===== src/rtl/pio_tim_pkg.sv =====
// Shared types for the PIO strobe generator.
// Assumes timing bytes are 8 bits with nibble-biased fields.
package pio_tim_pkg;
    localparam int TBYTE_W = 8;
    localparam int NIB_W   = TBYTE_W / 2;
    // Counter wide enough for the longest phase (17) plus IORDY stretch headroom.
    localparam int CNT_W   = NIB_W + 1;

    typedef enum logic [1:0] {
        PH_IDLE   = 2'd0,
        PH_SETUP  = 2'd1,
        PH_ACTIVE = 2'd2,
        PH_RECOV  = 2'd3
    } pio_phase_e;

    typedef struct packed {
        logic [CNT_W-1:0] setup;
        logic [CNT_W-1:0] act;
        logic [CNT_W-1:0] recov;
        logic [CNT_W-1:0] rdy;
    } pio_lens_t;
endpackage


===== src/rtl/pio_bank_mux.sv =====
// Picks the timing byte for the requested drive and direction.
// Assumes drv_i is always below DRV_CNT.
module pio_bank_mux
    import pio_tim_pkg::*;
#(
    parameter int DRV_CNT = 2,
    parameter int SEL_W   = 1
) (
    input  logic [DRV_CNT-1:0][TBYTE_W-1:0] rd_timing_i,
    input  logic [DRV_CNT-1:0][TBYTE_W-1:0] wr_timing_i,
    input  logic [SEL_W-1:0]                drv_i,
    input  logic                            dir_i,
    output logic [TBYTE_W-1:0]              tbyte_o
);
    // Bank by drive, byte by direction.
    always_comb begin
        tbyte_o = dir_i ? wr_timing_i[drv_i] : rd_timing_i[drv_i];
    end
endmodule


===== src/rtl/pio_len_decode.sv =====
// Turns a timing byte and the shared byte into phase lengths in clocks.
// Assumes the fixed field positions; bits 7,6,3,0 of the shared byte are unused here.
module pio_len_decode
    import pio_tim_pkg::*;
(
    input  logic [TBYTE_W-1:0] tbyte_i,
    input  logic [TBYTE_W-1:0] misc_i,
    output pio_lens_t          lens_o
);
    logic unused_misc_bits;
    assign unused_misc_bits = ^{misc_i[7:6], misc_i[3], misc_i[0]};

    // Remove the bias of each field.
    always_comb begin
        lens_o.act   = CNT_W'(tbyte_i[TBYTE_W-1:NIB_W]) + CNT_W'(1);
        lens_o.recov = CNT_W'(tbyte_i[NIB_W-1:0])       + CNT_W'(2);
        lens_o.setup = CNT_W'(misc_i[5:4])              + CNT_W'(1);
        lens_o.rdy   = CNT_W'(misc_i[2:1])              + CNT_W'(2);
    end
endmodule


===== src/rtl/pio_phase_seq.sv =====
// Runs setup, active and recovery phases from lengths captured at acceptance.
// Assumes lens_i holds the decoded timing of the currently requested drive.
module pio_phase_seq
    import pio_tim_pkg::*;
(
    input  logic      clk,
    input  logic      rst_n,
    input  logic      req_i,
    input  logic      dir_i,
    input  logic      iordy_i,
    input  pio_lens_t lens_i,
    output logic      rd_n_o,
    output logic      wr_n_o,
    output logic      busy_o,
    output logic      done_o
);
    pio_phase_e       state_q;
    logic [CNT_W-1:0] cnt_q;
    pio_lens_t        lens_q;
    logic             dir_q;
    logic             done_q;
    logic             act_end;

    // Active phase ends once long enough and IORDY is high or not yet sampled.
    assign act_end = (cnt_q >= lens_q.act) && (iordy_i || (cnt_q < lens_q.rdy));

    // Phase state, in-phase clock count and captured timing.
    always_ff @(posedge clk) begin
        if (!rst_n) begin
            state_q <= PH_IDLE;
            cnt_q   <= '0;
            lens_q  <= '0;
            dir_q   <= 1'b0;
            done_q  <= 1'b0;
        end else begin
            done_q <= 1'b0;
            unique case (state_q)
                PH_IDLE: begin
                    if (req_i) begin
                        lens_q  <= lens_i;
                        dir_q   <= dir_i;
                        state_q <= PH_SETUP;
                        cnt_q   <= CNT_W'(1);
                    end
                end
                PH_SETUP: begin
                    if (cnt_q == lens_q.setup) begin
                        state_q <= PH_ACTIVE;
                        cnt_q   <= CNT_W'(1);
                    end else begin
                        cnt_q <= cnt_q + CNT_W'(1);
                    end
                end
                PH_ACTIVE: begin
                    if (act_end) begin
                        state_q <= PH_RECOV;
                        cnt_q   <= CNT_W'(1);
                    end else if (cnt_q != '1) begin
                        cnt_q <= cnt_q + CNT_W'(1);
                    end
                end
                PH_RECOV: begin
                    if (cnt_q == lens_q.recov) begin
                        state_q <= PH_IDLE;
                        cnt_q   <= '0;
                        done_q  <= 1'b1;
                    end else begin
                        cnt_q <= cnt_q + CNT_W'(1);
                    end
                end
                default: state_q <= PH_IDLE;
            endcase
        end
    end

    // Outputs decoded from the phase register.
    assign busy_o = (state_q != PH_IDLE);
    assign rd_n_o = !((state_q == PH_ACTIVE) && !dir_q);
    assign wr_n_o = !((state_q == PH_ACTIVE) && dir_q);
    assign done_o = done_q;

    assert_setup_len_R2: assert property (@(posedge clk) disable iff (!rst_n)
        (state_q == PH_SETUP && cnt_q == lens_q.setup) |=> (state_q == PH_ACTIVE));
    assert_strobe_excl_R3: assert property (@(posedge clk) disable iff (!rst_n)
        !(!rd_n_o && !wr_n_o));
    assert_no_early_end_R3: assert property (@(posedge clk) disable iff (!rst_n)
        (state_q == PH_ACTIVE && cnt_q < lens_q.act) |=> (state_q == PH_ACTIVE));
    assert_recov_hold_R4: assert property (@(posedge clk) disable iff (!rst_n)
        (state_q == PH_RECOV && cnt_q < lens_q.recov) |=> (state_q == PH_RECOV && busy_o));
    assert_done_pulse_R6: assert property (@(posedge clk) disable iff (!rst_n)
        (state_q == PH_RECOV && cnt_q == lens_q.recov) |=> (done_o && !busy_o));
    assert_iordy_hold_R7: assert property (@(posedge clk) disable iff (!rst_n)
        (state_q == PH_ACTIVE && cnt_q >= lens_q.act && cnt_q >= lens_q.rdy && !iordy_i)
        |=> (state_q == PH_ACTIVE));
    assert_iordy_ignored_R8: assert property (@(posedge clk) disable iff (!rst_n)
        (state_q == PH_ACTIVE && cnt_q >= lens_q.act && cnt_q < lens_q.rdy)
        |=> (state_q == PH_RECOV));
    assert_lens_held_R9: assert property (@(posedge clk) disable iff (!rst_n)
        (state_q != PH_IDLE) |=> (state_q == PH_IDLE || $stable(lens_q)));
endmodule


===== src/rtl/pio_strobe_gen.sv =====
// Top of the PIO strobe generator: bank select, field decode, phase sequencer.
// Assumes synchronous inputs; IORDY must be synchronised outside this block.
module pio_strobe_gen
    import pio_tim_pkg::*;
#(
    parameter  int DRV_CNT = 2,
    localparam int SEL_W   = (DRV_CNT > 1) ? $clog2(DRV_CNT) : 1
) (
    input  logic                            clk,
    input  logic                            rst_n,
    input  logic                            req_i,
    input  logic [SEL_W-1:0]                drv_i,
    input  logic                            dir_i,
    input  logic                            iordy_i,
    input  logic [DRV_CNT-1:0][TBYTE_W-1:0] rd_timing_i,
    input  logic [DRV_CNT-1:0][TBYTE_W-1:0] wr_timing_i,
    input  logic [TBYTE_W-1:0]              misc_i,
    output logic                            rd_n_o,
    output logic                            wr_n_o,
    output logic                            busy_o,
    output logic                            done_o
);
    logic [TBYTE_W-1:0] tbyte;
    pio_lens_t          lens;

    pio_bank_mux #(.DRV_CNT(DRV_CNT), .SEL_W(SEL_W)) u_mux (
        .rd_timing_i (rd_timing_i),
        .wr_timing_i (wr_timing_i),
        .drv_i       (drv_i),
        .dir_i       (dir_i),
        .tbyte_o     (tbyte)
    );

    pio_len_decode u_dec (
        .tbyte_i (tbyte),
        .misc_i  (misc_i),
        .lens_o  (lens)
    );

    pio_phase_seq u_seq (
        .clk     (clk),
        .rst_n   (rst_n),
        .req_i   (req_i),
        .dir_i   (dir_i),
        .iordy_i (iordy_i),
        .lens_i  (lens),
        .rd_n_o  (rd_n_o),
        .wr_n_o  (wr_n_o),
        .busy_o  (busy_o),
        .done_o  (done_o)
    );

    assert_reset_idle_R1: assert property (@(posedge clk)
        !rst_n |=> (busy_o == 1'b0 && done_o == 1'b0 && rd_n_o && wr_n_o));
endmodule


===== config.mk =====
export PLATFORM = sky130hd
export DESIGN_NAME = pio_strobe_gen
export DESIGN_NICKNAME = d
export VERILOG_FILES = /design/src/rtl/pio_tim_pkg.sv /design/src/rtl/pio_bank_mux.sv /design/src/rtl/pio_len_decode.sv /design/src/rtl/pio_phase_seq.sv /design/src/rtl/pio_strobe_gen.sv
export SDC_FILE = /design/constraint.sdc
export NUM_CORES = 1
export LEC_CHECK = 0
export BUFFER_PORTS_ARGS = -buffer_cell sky130_fd_sc_hd__buf_2
export CORE_UTILIZATION = 46
export DETAILED_ROUTE_END_ITERATION = 10
export GPL_TIMING_DRIVEN = 0
export MAX_ROUTING_LAYER = met4
export PLACE_DENSITY_LB_ADDON = 0.3
export SETUP_SLACK_MARGIN = 0.5
export SLEW_MARGIN = 5
export SYNTH_ARGS = -nofsm -noshare
export SYNTH_HDL_FRONTEND = slang
export SYNTH_SLANG_ARGS = --single-unit

===== constraint.sdc =====
create_clock -name clk -period 1.9 [get_ports clk]
set_input_delay 0.38 -clock clk [delete_from_list [all_inputs] [get_ports clk]]
set_output_delay 0.38 -clock clk [all_outputs]
set_load 0.02 [all_outputs]

==> Word-level counts from Yosys, hierarchy flattened <==
Index checks and enable logic that the tools add are counted.
{ "totals": {"output_inout_bits": 4, "ramBits": 0, "elab_cells": 57, "input_bits": 46, "latchBits": 0, "memories": 0, "reg_bits": 29, "rom_bits": 0} }
{ "classes": {"n_mul": 0, "n_bitwise": 0, "div_mod_pow": 0, "n_lt_le_gt_ge": 3, "add_sub_neg": 5, "eq_ne": 11, "reduce_logical": 13, "mux": 17, "shifts": 0} }
{ "op_table": {"columns": ["op", "count"], "rows": [
  ["8-bit 2-to-1 mux", 5],
  ["5-bit 2-to-1 mux", 5],
  ["5-bit one-hot mux with 4 select lines", 1],
  ["5-bit equality test", 2],
  ["2-bit 2-to-1 mux", 4],
  ["2-bit one-hot mux with 4 select lines", 1],
  ["2-bit by 1-bit != test with 1-bit output (second input constant)", 3],
  ["2-bit AND reduction", 3],
  ["4-bit by 1-bit adder with 5-bit output (second input constant)", 1],
  ["4-bit by 2-bit adder with 5-bit output (second input constant)", 1],
  ["5-bit by 1-bit adder with 5-bit output (second input constant)", 1],
  ["5-bit >= comparator", 1],
  ["5-bit < comparator", 1],
  ["5-bit != test (second input constant)", 1],
  ["2-bit equality test (second input constant)", 2],
  ["4-bit AND reduction", 1],
  ["2-bit by 1-bit adder with 3-bit output (second input constant)", 1],
  ["2-bit by 2-bit adder with 3-bit output (second input constant)", 1],
  ["1-bit logical AND", 3],
  ["1-bit zero test", 3],
  ["3-bit by 1-bit != test with 1-bit output (second input constant)", 1],
  ["2-bit by 1-bit equality test with 1-bit output (second input constant)", 1],
  ["2-bit zero test", 1],
  ["1-bit by 2-bit < comparator with 1-bit output (second input constant)", 1],
  ["4 further kinds", 4]
]} }

==> Depth between registers and ports, before layout <==
Gate-level depths: netlist (run 1).
{ "depth": {"depth_word": 5, "depth_mapped": 10, "depth_no_buf": 9} }

==> Cells and area by module <==
From an unflattened synthesis (run 1), not the netlist that was laid out.
{ "hier_totals": {"hier_cells": 235, "area_unflattened_um2": 2000.7} }
{ "by_module_without_submodules": {"columns": ["module", "cells_each", "area_per_inst_um2", "n_inst", "seq_area_each_um2"], "rows": [
  ["pio_phase_seq", 204, 1645.3, 1, 580.6],
  ["pio_bank_mux", 10, 196.4, 1, 0.0],
  ["pio_len_decode", 21, 158.9, 1, 0.0]
]} }

==> Least setup slack after synthesis (run 1) <==
No wires, ideal clock.
{ "synth_timing": {"path_kind": "register to register", "startpoint": "register u_seq.cnt_q[0]", "endpoint": "register u_seq.cnt_q[2]", "t_required_ns": 1.826, "synth_period_minus_slack_ns": 1.888, "slack_ns": 0.012, "arrival_ns": 1.813, "path_buffers": 1, "path_stages_with_launch": 11, "setup_time_ns": 0.074, "path_cell_list": "dfxtp_1 > buf_6 > inv_1 > ha_1 > nor2b_1 > o21ai_0 > a31oi_1 > o21ai_2 > a21oi_1 > nand4b_1 > a31oi_1"} }
{ "synth_via": {"elab_chain_len": 5, "word_cells_on_any_way": 15, "classes_between": "add/sub: 1; order compare: 2; eq/ne: 4; mux: 5; reduce/logical: 3"} }
{ "synth_lines": {"columns": ["item", "line_no", "rtl"], "rows": [
  ["start, declared", "pio_phase_seq.sv:18", "logic [CNT_W-1:0] cnt_q;"],
  ["start signal, assigned", "pio_phase_seq.sv:51", "cnt_q <= cnt_q + CNT_W'(1);"],
  ["start signal, assigned", "pio_phase_seq.sv:59", "cnt_q <= cnt_q + CNT_W'(1);"],
  ["start signal, assigned", "pio_phase_seq.sv:68", "cnt_q <= cnt_q + CNT_W'(1);"],
  ["5-bit < comparator", "pio_phase_seq.sv:25", "assign act_end = (cnt_q >= lens_q.act) && (iordy_i || (cnt_q < lens_q.rdy));"],
  ["1-bit logical OR", "pio_phase_seq.sv:25", null],
  ["1-bit logical AND", "pio_phase_seq.sv:25", null],
  ["5-bit 2-to-1 mux or 3-bit by 1-bit != test with 1-bit output (tied branches)", null, null],
  ["5-bit one-hot mux with 4 select lines or 2-bit AND reduction (tied branches)", null, null]
]} }
Several ways; a longest one is shown, not always the timed one. The select of a mux whose other input is x is not followed.
A chain may end at the register's enable or synchronous reset.

==> Worst setup path in the final report (run 1) <==
{ "layout_timing": {"startpoint": "register u_seq.cnt_q[1]", "endpoint": "register u_seq.state_q[0]"} }
{ "layout_via": {"elab_chain_len": 5, "word_cells_on_any_way": 10, "classes_between": "order compare: 2; eq/ne: 5; reduce/logical: 3"} }
{ "layout_lines": {"columns": ["item", "line_no", "rtl"], "rows": [
  ["5-bit < comparator", "pio_phase_seq.sv:25", null],
  ["1-bit logical OR", "pio_phase_seq.sv:25", null],
  ["1-bit logical AND", "pio_phase_seq.sv:25", null],
  ["2-bit by 1-bit != test with 1-bit output (no line)", null, null],
  ["4-bit AND reduction (no line) (*)", null, null],
  ["end signal, assigned", "pio_phase_seq.sv:30", "state_q <= PH_IDLE;"],
  ["end signal, assigned", "pio_phase_seq.sv:42", "state_q <= PH_SETUP;"],
  ["end signal, assigned", "pio_phase_seq.sv:48", "state_q <= PH_ACTIVE;"],
  ["end, declared", "pio_phase_seq.sv:17", "pio_phase_e state_q;"]
]} }
Mark *: on every way between the ends. The rest lies on a longest branch, timed or not.

==> results of run 1 <==
## state kept, by name (all words and copies together), names as in the netlist
signal and cells:
u_seq.state_q 2, u_seq.done_o 1, u_seq.dir_q 1, u_seq.lens_q 16, u_seq.cnt_q 5
## through the flow
step / cells / TNS [ns] / total power [mW] / hold slack [ns]
2_1_floorplan: 182 / 0 / 1.40 / 0.431
3_3_place_gp: 271 / -0.00278 / 1.60 / 0.442
3_5_place_dp: 271 / -0.129 / 1.63 / 0.446
4_1_cts: 281 / 0 / 2.11 / 0.275
5_1_grt: 285 / -0.462 / 2.38 / 0.280
6_report: 285 / -0.0846 / 2.24 / 0.275
## repair_timing
item | in CTS | in global routing
hold buffers | 0 | 0
buffers inserted | 6 | 4
pin swaps | 13 | 10
endpoints found under the hold margin | 0 | 0
resized for setup | 37 | 14
endpoints found under the setup margin | 27 | 28
## report_power, final
part	internal, mW	switching, mW	total, mW	leakage [nW]
Sequential	0.639	0.0872	0.727	0.209
Combinational	0.606	0.661	1.27	0.723
Clock	0.0822	0.162	0.244	0.0150
## tightest hold or removal path, stage by stage
cell,delay (ns)
buf_2,0.10
nand2_1,0.05
a21oi_1,0.05
## cell usage in the layout (no fill, tap or decap), types with 6 or more instances in the layout
cell,count
buf_2,41
nand2_1,24
dfxtp_1,16
a21oi_1,13
buf_4,11
ha_1,10
inv_1,8
mux4_2,8
nor2_1,8
ha_4,7
dfxtp_2,7
buf_6,6
xor2_1,6
## metal layers
| layer | vias up | wire length [um] |
|---|---|---|
| li1 | 756 | - |
| met1 | 715 | 1790 |
| met2 | 64 | 2060 |
| met3 | 6 | 218 |
| met4 | 0 | 46 |
| met5 | - | 0 |
## cell type report
cell class / count / area share (%)
inverters: 13 / 2.47
plain buffers: 9 / 3.90
clock buffers: 4 / 1.15
repair buffers: 53 / 13.6
multi-input cells: 135 / 53.7
flip-flops and latches: 25 / 22.7
well taps: 46 / 2.53
## cell families after synthesis
group / Yosys count / share of synthesized area [%]
AOI/OAI and AO/OA: 40 / 15.7
muxes: 9 / 11.6
buffers and inverters: 22 / 6.04
and+or+nand+nor: 58 / 17.1
DFF: 25 / 30.6
xor gates and xnor gates: 11 / 5.89
adders and majority gates: 17 / 13.0
## worst max-delay path by stage
| stage | start | slack, ns | end |
|---|---|---|---|
| 2_1_floorplan | u_seq.cnt_q[1]$_SDFFE_PN0P_ | 0.16 | u_seq.cnt_q[2]$_SDFFE_PN0P_ |
| 3_3_place_gp | u_seq.cnt_q[0]$_SDFFE_PN0P_ | -0.003 | u_seq.cnt_q[2]$_SDFFE_PN0P_ |
| 3_5_place_dp | u_seq.cnt_q[0]$_SDFFE_PN0P_ | -0.04 | u_seq.cnt_q[3]$_SDFFE_PN0P_ |
| 4_1_cts | u_seq.cnt_q[0]$_SDFFE_PN0P_ | 0.05 | u_seq.cnt_q[2]$_SDFFE_PN0P_ |
| 5_1_grt | u_seq.cnt_q[2]$_SDFFE_PN0P_ | -0.16 | u_seq.state_q[0]$_SDFFE_PN0P_ |
| 6_report | u_seq.cnt_q[1]$_SDFFE_PN0P_ | -0.08 | u_seq.state_q[0]$_SDFFE_PN0P_ |
==> run summary, run 1 <==
DRT iter0 DRCs: 138
Worst Hold End: u_seq.lens_q[0]$_SDFFE_PN0P_
gate count of the mapped netlist: 182
Die ar.: 3800 um2
Layout Skew: 0.0143 ns
multi-input logic area: 1220 um2
clk root buf: clkbuf_4
FF-to-FF path depth: 8
share of flip-flops with an asynchronous set or reset: 0%
setup ws final: -0.0779 ns
global-route wire length before repair: 6370 um
Yosys top cell by area: dfxtp_1
share of layout cells above drive strength 1: 49.0%
Final ANT Viol Nets: 0
vias in the first global route: 1465
Final nets: 303
placer congestion estimate: 0.825
total grt overflow: 0
synth top area cells: dfxtp_1, ha_1, mux4_2
failing checks: setup timing
Ports: 50
Hold Startpoint: misc_i[1]
DRC violations left: 0
Syn Area/Cell: 8.99 um2
slowest stage delay, CP: 0.41 ns
register area share after synthesis: 30.6%
mapped cell area: 1640 um2
Critical Path AT: 2.18 ns
DP Worst Slack: -0.0423 ns
GR Layer Usage met3: 2.73%
reg-to-reg slack, setup: -0.08 ns
clk sinks: 25
Skew-Pair Late Insertion Delay: 0.33 ns
top post-synthesis cells by count: nand2_1, dfxtp_1, ha_1, a21oi_1, inv_1
Synth Register Bits: 25
Tmin final: 1.98 ns
Die W: 61.6 um
clock slew at reported path FFs: 0.14 ns
largest net degree at the start of global routing: 14
post-layout util: 67.7%
PD cells: 983 nW/um2
total track usage: 23.5%
CP Capture Type: flop
Final period util: 104%
Core Region: 3360 um2
crit-path max FO: 7
Tightest Pin Transition: 0.556 ns
RSZ-0062 raised after global routing: yes
Die H: 61.6 um
Primary FF master, synth: dfxtp_1
Peak VDD IR: 0.347 mV
Synth top area share: 30.6%
leakage: 0.947 nW
Max-cap violations: 0
fill cell count: 300
Slowest cell on crit path: dfxtp_4
Critical Path RT: 2.11 ns
Inserted Diodes: 0
outcome: finished with violations
initial antenna violation count: 0
worst reg2reg path endpoint: u_seq.state_q[0]$_SDFFE_PN0P_
# rows: 21
Peak Freq: 0.506 GHz
endpoints failing hold: 0
register area: 517 um2
met1 usage: 29.8%
htree depth: 1
via density per instance: 5.41
Detailed Route WL: 4120 um
worst reg2reg startpoint: u_seq.cnt_q[1]$_SDFFE_PN0P_
relative slew slack: 62.9%
number of synthesized flops with an enable pin: 0
Cell Area, Placed: 2000 um2
Cell variety after synth: 36
most common cell in the netlist: nand2_1
Hold Crit Depth: 3
TritonCTS Buffers: 3
CP delay by family, top: simple AND/OR/NAND/NOR gates
gr busiest metal: met2
Routed WL per cell: 14.4 um
worst min-delay path class: in -> reg
vias: 1541
initial core utilization: 48.6%
Max Buffers Root-to-Sink: 2
met2 Usage GRT: 39.8%
Layout area overhead: 39.2%
worst setup path class: reg -> reg
critical path cell sequence: ha_4 > or3b_1 > o211ai_2 > a21oi_2 > o21ai_4 > nand3_2 > nor3_2 > a211oi_1
port buffer count: 43
Synth Warn #: 0
post-route cell area: 2280 um2
nature of the critical path startpoint: flop
final setup fails: 2
Syn Nets: 245
DP HPWL: 2840 um
Pins Over Slew Limit: 0
crit path buf inv count: 0
Stages on worst setup path: 8
CTS tree: yes
First-pass DRT Iterations: 4
(Power assumes the default switching activity.)
==> run 2, diff against run 1 <==
CORE_UTILIZATION = 40   (was 46)
==> run summary, run 2 (same netlist as run 1, synthesis figures left out) <==
PD cells: 998 nW/um2
total grt overflow: 0
endpoints failing hold: 0
failing checks: setup timing
nature of the critical path startpoint: flop
Peak Freq: 0.519 GHz
clk sinks: 25
relative slew slack: 63.4%
Pins Over Slew Limit: 0
Tightest Pin Transition: 0.549 ns
htree depth: 1
max reg flops: 16
most common cell after layout, fill and taps aside: buf_2
worst setup path class: reg -> reg
Die W: 65.9 um
Final ANT Viol Nets: 0
RSZ-0062 raised after global routing: yes
DRT iter0 DRCs: 98
Tmin final: 1.93 ns
Max-cap violations: 0
Cell Area, Placed: 2000 um2
port buffer count: 43
largest net degree at the start of global routing: 14
Critical Path RT: 2.10 ns
post-layout util: 62.7%
outcome: finished with violations
Layout area overhead: 45.8%
setup ws final: -0.0257 ns
First-pass DRT Iterations: 4
initial antenna violation count: 0
Core Region: 3800 um2
placer congestion estimate: 0.804
Final period util: 101%
Peak VDD IR: 0.383 mV
Ports: 50
Layout Skew: 0.00518 ns
Routed WL per cell: 14.9 um
# hold bufs at CTS: 0
Detailed Route WL: 4260 um
clock slew at reported path FFs: 0.09 ns
TritonCTS Buffers: 3
Top reg by flops: u_seq.lens_q
final setup fails: 3
via density per instance: 5.34
worst min-delay path class: in -> reg
final hold slack: 0.313 ns
DP HPWL: 2890 um
Final TNS setup: -0.0563 ns
# rows: 22
clk root buf: clkbuf_8
most frequent cells in the layout: buf_2, nand2_1, dfxtp_1, a21oi_1, ha_1
DRC violations left: 0
Final nets: 302
vias in the first global route: 1538
Max Buffers Root-to-Sink: 2
CP Capture Type: flop
Skew-Pair Late Insertion Delay: 0.27 ns
crit-path max FO: 6
biggest regs: u_seq.lens_q: 16 flops, u_seq.cnt_q: 5 flops, u_seq.state_q: 2 flops
initial core utilization: 43.1%
global-route wire length before repair: 6880 um
Inserted Diodes: 0
Die ar.: 4350 um2
post-route cell area: 2380 um2
vias: 1528
total track usage: 21.7%
leakage: 0.970 nW
share of layout cells above drive strength 1: 49.6%
Critical Path AT: 2.12 ns
Die H: 65.9 um
CTS tree: yes
## run 2: cell types whose count changed in the layout (fill, tap and decap cells not counted), moves of 2 or more
cell / previous run / this run
buf_4: 11 / 6
clkbuf_8: 0 / 4
clkbuf_4: 3 / 0
dfxtp_2: 7 / 4
buf_6: 6 / 8
dfxtp_1: 16 / 18
inv_4: 3 / 1
nand3_1: 5 / 3
o21ai_0: 3 / 1
o21ai_1: 1 / 3
xnor2_1: 5 / 3
## run 2: worst paths after layout
kind                                   end                         start  slack, ns  cells past startpoint
max            u_seq.cnt_q[2]$_SDFFE_PN0P_   u_seq.cnt_q[0]$_SDFFE_PN0P_      -0.03                      9
min          u_seq.lens_q[15]$_SDFFE_PN0P_                     misc_i[4]       0.31                      2
max reg2reg    u_seq.cnt_q[2]$_SDFFE_PN0P_   u_seq.cnt_q[0]$_SDFFE_PN0P_      -0.03                      9
min reg2reg   u_seq.lens_q[0]$_SDFFE_PN0P_  u_seq.lens_q[0]$_SDFFE_PN0P_       0.46                      2
## run 2: power breakdown
group / switching, mW / internal, mW
combinational: 0.672 / 0.640
sequential: 0.100 / 0.643
clock: 0.173 / 0.150
## run 2: critical path, cell delays in order (launching register included)
cell      delay (ns)
dfxtp_2         0.34
buf_6           0.12
buf_6           0.11
or3b_1          0.38
o211ai_2        0.09
a21oi_4         0.10
o21ai_4         0.28
o21a_4          0.22
nand4b_1        0.10
a31oi_1         0.13
## run 2: area by class of cell
class,count,area [um2]
timing repair buffer,52,322
tap,48,60.1
clock buffer,4,45.0
sequential,25,517
fill,325,1420
inverter,13,56.3
multi-input combinational,135,1290
buffer,9,95.1
## run 2: repair_timing
action / in CTS / in global routing
pin swaps: 13 / 14
endpoints found under the setup margin: 27 / 28
gates resized for setup: 34 / 29
setup buffers: 8 / 1
## run 2: per-layer routing
layer	wire, um	share of wire (%)	track usage (%)	vias to the layer above
li1	-	-	-	755
met1	1780	42	25.5	731
met2	2310	54	37.9	36
met3	110	2.6	3.10	6
met4	57	1.3	6.91	0
met5	0	0	-	-
## run 2: stage by stage
stage	worst slack, ns	cells	power (mW)
floorplan	0.164	182	1.40
global placement	-0.0654	273	1.60
detailed placement	-0.0682	273	1.62
CTS	0.0607	285	2.17
global route	-0.108	286	2.55
finish	-0.0257	286	2.38
==> run 3, diff against run 2 <==
CORE_UTILIZATION = 46   (was 40)
REMOVE_ABC_BUFFERS = 1   (was unset)
==> run summary, run 3 (same netlist as run 1, synthesis figures left out) <==
Peak VDD IR: 0.375 mV
placer congestion estimate: 0.829
Final nets: 295
# hold bufs at CTS: 0
CP Capture Type: flop
fill cell count: 305
DRC violations left: 0
post-route cell area: 2170 um2
endpoints failing hold: 0
Critical Path RT: 2.10 ns
worst setup path class: reg -> reg
worst reg2reg path endpoint: u_seq.state_q[0]$_SDFFE_PN0P_
FF-to-FF path depth: 8
Worst Hold End: u_seq.lens_q[15]$_SDFFE_PN0P_
First-pass DRT Iterations: 4
htree depth: 1
PD cells: 960 nW/um2
Hold Startpoint: misc_i[4]
share of layout cells above drive strength 1: 46.3%
leakage: 0.912 nW
Skew-Pair Late Insertion Delay: 0.32 ns
most common cell after layout, fill and taps aside: buf_2
Core Region: 3360 um2
Tmin final: 1.84 ns
CTS tree: yes
initial antenna violation count: 0
Die W: 61.6 um
outcome: finished, final reports clean
relative slew slack: 49.3%
vias in the first global route: 1417
nature of the critical path startpoint: flop
Hold Crit Depth: 2
Top reg by flops: u_seq.lens_q
total grt overflow: 0
Layout area overhead: 32.9%
clock slew at reported path FFs: 0.15 ns
post-layout util: 64.6%
met3 WL: 87 um
slowest stage delay, CP: 0.40 ns
most frequent cells in the layout: buf_2, nand2_1, dfxtp_1, a21oi_1, ha_1
setup ws final: 0.0622 ns
worst reg2reg startpoint: u_seq.cnt_q[1]$_SDFFE_PN0P_
Ports: 50
critical path cell sequence: ha_4 > or3b_4 > o211ai_2 > a21oi_2 > o21ai_4 > nand3_4 > nor3_4 > a211oi_2
Peak Freq: 0.544 GHz
# rows: 21
worst min-delay path class: in -> reg
DP Worst Slack: -0.338 ns
max reg flops: 16
Tightest Pin Transition: 0.760 ns
final hold slack: 0.233 ns
largest net degree at the start of global routing: 24
global-route wire length before repair: 6030 um
Cell Area, Placed: 1870 um2
via density per instance: 5.38
Pins Over Slew Limit: 0
DRT iter0 DRCs: 77
met2 WL: 1910 um
Max-cap violations: 0
crit-path max FO: 4
Layout Skew: 0.00716 ns
port buffer count: 45
TritonCTS Buffers: 3
Max Buffers Root-to-Sink: 2
Die ar.: 3800 um2
clk root buf: clkbuf_4
Inserted Diodes: 0
clk sinks: 25
Die H: 61.6 um
Final TNS setup: 0 ns
DP HPWL: 2470 um
final setup fails: 0
Final ANT Viol Nets: 0
reg-to-reg slack, setup: 0.06 ns
Detailed Route WL: 3690 um
initial core utilization: 48.6%
Slowest cell on crit path: dfxtp_4
Final period util: 96.7%
RSZ-0062 raised after global routing: yes
biggest regs: u_seq.lens_q: 16 flops, u_seq.cnt_q: 5 flops, u_seq.state_q: 2 flops
top routing layer used: met4
total track usage: 22.3%
met1 wire length: 1660 um
Routed WL per cell: 13.3 um
Critical Path AT: 2.03 ns
vias: 1490
==> run 3: cell count changes in the layout (fill, tap and decap cells not counted), sizes merged <==
cell / previous run / this run
clkinv: 0 / 1
buf: 58 / 53
and2: 1 / 2
clkbuf: 7 / 3
==> run 3: critical path: cells and delay by family, from the launching register on <==
family	cells	cell delay [ns]
DFF	1	0.40
adders and majority gates	1	0.16
and+or+nand+nor	3	0.67
AOI/OAI and AO/OA	4	0.48
==> run 3: stage by stage <==
stage | total power [mW] | std cells
floorplan | 1.30 | 173
global route | 2.25 | 277
global placement | 1.48 | 264
finish | 2.09 | 277
detailed placement | 1.50 | 264
CTS | 1.97 | 277
==> run 3: how the worst max path moves through the flow <==
stage | from | to | slack, ns | depth (start not counted)
floorplan | u_seq.cnt_q[0]$_SDFFE_PN0P_ | u_seq.cnt_q[2]$_SDFFE_PN0P_ | -0.01 | 9
global placement | u_seq.cnt_q[0]$_SDFFE_PN0P_ | u_seq.cnt_q[2]$_SDFFE_PN0P_ | -0.30 | 9
detailed placement | u_seq.cnt_q[2]$_SDFFE_PN0P_ | u_seq.cnt_q[2]$_SDFFE_PN0P_ | -0.34 | 8
CTS | u_seq.cnt_q[1]$_SDFFE_PN0P_ | u_seq.cnt_q[2]$_SDFFE_PN0P_ | 0.06 | 8
global route | u_seq.cnt_q[1]$_SDFFE_PN0P_ | u_seq.state_q[1]$_SDFFE_PN0P_ | -0.06 | 8
finish | u_seq.cnt_q[1]$_SDFFE_PN0P_ | u_seq.state_q[0]$_SDFFE_PN0P_ | 0.06 | 8
==> run 3: final cells by class <==
cell class / instances / area (um2) / area share (%)
clock buffer: 3 / 22.5 / 1.04
tap: 46 / 57.6 / 2.65
timing repair buffer: 53 / 308 / 14.2
sequential: 25 / 523 / 24.1
multi-input combinational: 136 / 1210 / 55.5
clock inverter: 1 / 5.00 / 0.230
inverter: 13 / 51.3 / 2.36
==> run 3: power breakdown <==
part / total [mW] / leakage [nW] / internal (mW) / switching [mW]
clock network: 0.248 / 0.0177 / 0.0789 / 0.169
logic: 1.11 / 0.684 / 0.513 / 0.600
registers: 0.724 / 0.210 / 0.642 / 0.0819
==> run 3: repair_timing <==
| action | in CTS | in global routing |
|---|---|---|
| pin swaps | 15 | 14 |
| gates cloned | 1 | 0 |
| setup endpoints to repair | 28 | 18 |
| resized for setup | 38 | 18 |
| setup buffers | 8 | 0 |
==> run 3: metal layers <==
layer / track usage, % / vias to the layer above
met2: 38.4 / 29
li1: - / 742
met5: - / -
met4: 6.98 / 0
met3: 1.89 / 4
met1: 27.6 / 715
